===== config.mk =====
export PLATFORM = sky130hd
export DESIGN_NAME = idx_abs_seq
export DESIGN_NICKNAME = d
export VERILOG_FILES = /design/src/rtl/idx_abs_seq.sv
export SDC_FILE = /design/constraint.sdc
export NUM_CORES = 1
export LEC_CHECK = 0
export BUFFER_PORTS_ARGS = -buffer_cell sky130_fd_sc_hd__buf_4
export CORE_MARGIN = 4
export CORE_UTILIZATION = 30
export CTS_BUF_LIST = sky130_fd_sc_hd__clkbuf_8
export DETAILED_ROUTE_END_ITERATION = 8
export PLACE_DENSITY = 0.45
export SLEW_MARGIN = 0
export SYNTH_ARGS = -nofsm -noshare
export SYNTH_HDL_FRONTEND = slang
export SYNTH_SLANG_ARGS = --single-unit

===== constraint.sdc =====
create_clock -name clk -period 6.63 [get_ports clk]
set_clock_uncertainty 0.15 [all_clocks]
set_input_delay 0.663 -clock clk [delete_from_list [all_inputs] [get_ports clk]]
set_output_delay 0.663 -clock clk [all_outputs]
set_load 0.03 [all_outputs]

===== src/rtl/idx_abs_seq.sv =====
module idx_abs_seq #(
  parameter logic [15:0] RESET_PC = 16'hA004
) (
  input  logic        clk,
  input  logic        rst,
  input  logic        start,
  input  logic [7:0]  din,
  input  logic [7:0]  pbank,
  input  logic [7:0]  dbank,
  input  logic [15:0] index,
  input  logic        emu,
  input  logic        wide,
  output logic [23:0] addr,
  output logic        rd,
  output logic        prog_ok,
  output logic        data_ok,
  output logic        done,
  output logic [15:0] value,
  output logic [15:0] pc
);

  typedef enum logic [2:0] {S_IDLE, S_OPC, S_OPL, S_OPH, S_FIX, S_DLO, S_DHI} st_t;

  st_t         st;
  logic [7:0]  pb_r, db_r, op_lo, op_hi, lo_byte;
  logic [15:0] idx_r;
  logic        w16;
  logic [23:0] ea;

  logic [8:0]  lo_sum;
  logic [23:0] ea_next;

  assign lo_sum  = {1'b0, op_lo} + {1'b0, idx_r[7:0]};
  assign ea_next = {db_r, din, op_lo} + {8'h00, idx_r};

  always_ff @(posedge clk) begin
    if (rst) begin
      st      <= S_IDLE;
      pb_r    <= '0;
      db_r    <= '0;
      idx_r   <= '0;
      w16     <= 1'b0;
      op_lo   <= '0;
      op_hi   <= '0;
      lo_byte <= '0;
      ea      <= '0;
      done    <= 1'b0;
      value   <= '0;
      pc      <= RESET_PC;
    end else begin
      done <= 1'b0;
      case (st)
        S_IDLE: if (start) begin
          pb_r  <= pbank;
          db_r  <= dbank;
          idx_r <= emu ? {8'h00, index[7:0]} : index;
          w16   <= wide & ~emu;
          st    <= S_OPC;
        end
        S_OPC: st <= S_OPL;
        S_OPL: begin
          op_lo <= din;
          st    <= S_OPH;
        end
        S_OPH: begin
          op_hi <= din;
          ea    <= ea_next;
          st    <= lo_sum[8] ? S_FIX : S_DLO;
        end
        S_FIX: st <= S_DLO;
        S_DLO: begin
          lo_byte <= din;
          if (w16) st <= S_DHI;
          else begin
            st    <= S_IDLE;
            done  <= 1'b1;
            value <= {8'h00, din};
            pc    <= pc + 16'd3;
          end
        end
        S_DHI: begin
          st    <= S_IDLE;
          done  <= 1'b1;
          value <= {din, lo_byte};
          pc    <= pc + 16'd3;
        end
        default: st <= S_IDLE;
      endcase
    end
  end

  always_comb begin
    addr    = '0;
    rd      = 1'b1;
    prog_ok = 1'b0;
    data_ok = 1'b0;
    case (st)
      S_OPC: begin addr = {pb_r, pc};          prog_ok = 1'b1; data_ok = 1'b1; end
      S_OPL: begin addr = {pb_r, pc + 16'd1};  prog_ok = 1'b1; end
      S_OPH: begin addr = {pb_r, pc + 16'd2};  prog_ok = 1'b1; end
      S_FIX: addr = {db_r, op_hi, lo_sum[7:0]};
      S_DLO: begin addr = ea;                  data_ok = 1'b1; end
      S_DHI: begin addr = ea + 24'd1;          data_ok = 1'b1; end
      default: rd = 1'b0;
    endcase
  end

endmodule



==> out/results.ini <==
[run_status]
status=complete, no violations

[power]
p_sw_frac=0.319
pwr-share-comb=0.173
p_sw_uw=543
pwr-share-clk=0.380
power.density_mw_per_mm2=208
peakVddDrop_mv=0.102
leakage_uw=0.00299
power.internal_uw=1160
p_seq_frac=0.448

[floorplanning]
die_y_um=159
die_area_mm2=0.0252
initial_core_util=0.309
die_x_um=159
ios=105
core_area_mm2=0.0221
rows=54

[timing]
finalHoldViolations=0
period_minus_slack_ps=4390
worst_pin_slew_ps=986
fmax_mhz=228
drv_slew=0
rsz0062_at_grt=no
period_share=0.663
maxSlewHeadroom=0.340
setup_viol=0
timing.setup.tns_ps=0

[cts]
cts_buffer_depth=2
htreeDepth=4
holdBufCountCts=0
cts_tree=yes
post_cts_buffers=0
cts.sinks=117
clk_latency_ps=450
cts.clk_slew.worst_paths_ps=70
root_buffer=clkbuf_8
cts_resized=0
cts_buffers=17

[worst_setup_path]
crit_chain=buf_4, nor2b_1, nand2_1, a21oi_1, o21ai_0, o31ai_1, a31oi_1, o21ai_0, buf_4
cp.arrival_ps=3580
critPathKind=reg2out
slowest_stage=dfxtp_1
cp_max_fo=23
start_kind=flop
critical_path_required_ps=5820
cp-end-kind=output port
cpPeakStageDelay_ps=910

[final_layout]
fin_util=0.369
area_growth_pct=19.7
regArea_mm2=0.00234
stdcell_area_mm2=0.00816
multi_input_area_mm2=0.00418
diodes=0
fin_nets=1048
layout-drive-gt1-share=0.165
nFillCells=2385

[job]
max_cap_violations=0

[routing]
drc=0
viasPerCell=5.19
wl_per_cell_um=17.9
totalWireLength_um=22800
antenna_left=0
vias=6616
first_iter_violations=416
first_pass_iters=5

[worst_hold_path]
min-delay-path-class=reg2reg

[synth]
syn_area_per_cell_um2=7.47
ys.flop_type=dfxtp_1
synth-seq-cells=117
synth-async-reset-ratio=0
ys_seq_area_frac=0.344
syn_area_mm2=0.00682
ys_warn_count=0
synth-edff-count=0
synth.distinct_cells=64
syn_inst=913
syn_nets=980

[placed_design]
port_buffers=104
hpwl_um=16100
place.gp.congestion=0.837
dpl_cell_area_mm2=0.00778

[global_routing]
globalRouteTotalUtil=0.177
grt_first_pass_wirelength_um=36000
grt-ovfl-total=0
grt_pass1_vias=6235
grt_max_degree=63
antenna_found_initial=0

==> cells by family after synthesis <==
group           synth area share
compound gates             0.225
mux                       0.0294
xor+xnor                  0.0707
simple gates               0.246
buf+inv                   0.0444
flops                      0.344
fa+ha+maj                 0.0415
==> layout make-up <==
| class | instances | share of cell area |
|---|---|---|
| Clock buffer | 20 | 0.0337 |
| Clock inverter | 12 | 0.0127 |
| Inverter | 15 | 0.00690 |
| Multi-Input combinational cell | 717 | 0.513 |
| Sequential cell | 117 | 0.287 |
| Tap cell | 280 | 0.0430 |
| Timing Repair Buffer | 113 | 0.104 |
==> worst max-delay path: cells and delay by family (launching register included) <==
| kind | cells | cell delay (ps) |
|---|---|---|
| and+or+nand+nor | 2 | 900 |
| buffers and inverters | 2 | 590 |
| DFF | 1 | 910 |
| AOI/OAI and AO/OA | 5 | 720 |
==> synth_stat cells (3+ instances only) <==
cell	number	area, um^2
buf_2	5	25.0
a221oi_1	8	70.1
nand2b_1	4	25.0
a31oi_1	6	37.5
inv_1	13	48.8
o22ai_1	6	37.5
nand3_1	24	120
a21o_1	5	37.5
a211oi_1	7	52.6
nor2b_1	5	31.3
clkbuf_1	54	203
a32oi_1	4	35.0
nand4_1	14	87.6
nor3_1	8	40.0
o221ai_1	5	43.8
o21ai_0	50	250
xnor2_1	23	201
and4_1	3	26.3
a311oi_1	10	87.6
nor3b_1	3	22.5
o32ai_1	3	26.3
a21oi_1	103	515
nor4_1	3	18.8
dfxtp_1	117	2340
xor2_1	32	280
buf_1	5	18.8
o21a_1	5	37.5
ha_1	21	263
nand3b_1	11	82.6
mux2_2	8	90.1
a22oi_1	14	105
or3_1	9	56.3
mux2i_1	11	110
o31ai_1	5	37.5
and3_1	10	62.6
nor2_1	76	285
nand2_1	189	709
==> power by group through the flow <==
stage               Clock, uW  Combinational (uW)  Sequential [uW]
finish                    645                 293              761
global route              693                 322              765
CTS                       669                 295              760
detailed placement          0                 293              776
global placement            0                 294              776
floorplan                   0                 191              763
==> stage by stage <==
step           total power, uW  hold slack, ps  cells  worst slack (ps)
2_1_floorplan              954             283    913              3370
3_3_place_gp              1070             292   1242              2800
3_5_place_dp              1070             297   1242              2780
4_1_cts                   1720             280   1274              2280
5_1_grt                   1780             294   1274              2030
6_report                  1700             304   1274              2240
==> path summary, 6_finish.rpt <==
check,start,end,slack (ps),cells past startpoint
worst max register to register,st[0]$_SDFFE_PP0P_,pc[13]$_SDFFE_PP1P_,3130,7
worst max-delay path,st[0]$_SDFFE_PP0P_,addr[6],2240,9
worst min register to register,op_hi[4]$_SDFFE_PP0P_,op_hi[4]$_SDFFE_PP0P_,300,2
worst min-delay path,op_hi[4]$_SDFFE_PP0P_,op_hi[4]$_SDFFE_PP0P_,300,2
==> routing by layer <==
layer	vias to the layer above	wire [um]	global-route usage	part of all wire
li1	3368	-	-	-
met1	3073	11800	0.259	0.52
met2	161	9840	0.271	0.43
met3	14	969	0.0290	0.043
met4	0	195	0.0426	0.0086
met5	-	0	0	0
==> cells in the final DEF (no fill, tap or decap), types with 6 or more instances in the layout <==
cell type / synthesis / layout
nand2_1: 189 / 189
dfxtp_1: 117 / 117
buf_4: 0 / 113
a21oi_1: 103 / 103
nor2_1: 76 / 75
o21ai_0: 50 / 50
xor2_1: 32 / 32
nand3_1: 24 / 24
xnor2_1: 23 / 23
ha_1: 21 / 21
clkbuf_8: 0 / 20
nand4_1: 14 / 14
a22oi_1: 14 / 14
inv_1: 13 / 13
mux2i_1: 11 / 11
nand3b_1: 11 / 11
and3_1: 10 / 10
a311oi_1: 10 / 10
or3_1: 9 / 9
a221oi_1: 8 / 8
mux2_2: 8 / 8
nor3_1: 8 / 8
a211oi_1: 7 / 7
o22ai_1: 6 / 6
a31oi_1: 6 / 6
clkinvlp_4: 0 / 6
==> state kept, by name, summed over array words and instances (netlist names) <==
name / cells
op_hi: 8
pc: 16
st: 3
idx_r: 16
pb_r: 8
w16: 1
done: 1
db_r: 8
ea: 24
value: 16
lo_byte: 8
op_lo: 8
(Power assumes the default switching activity.)
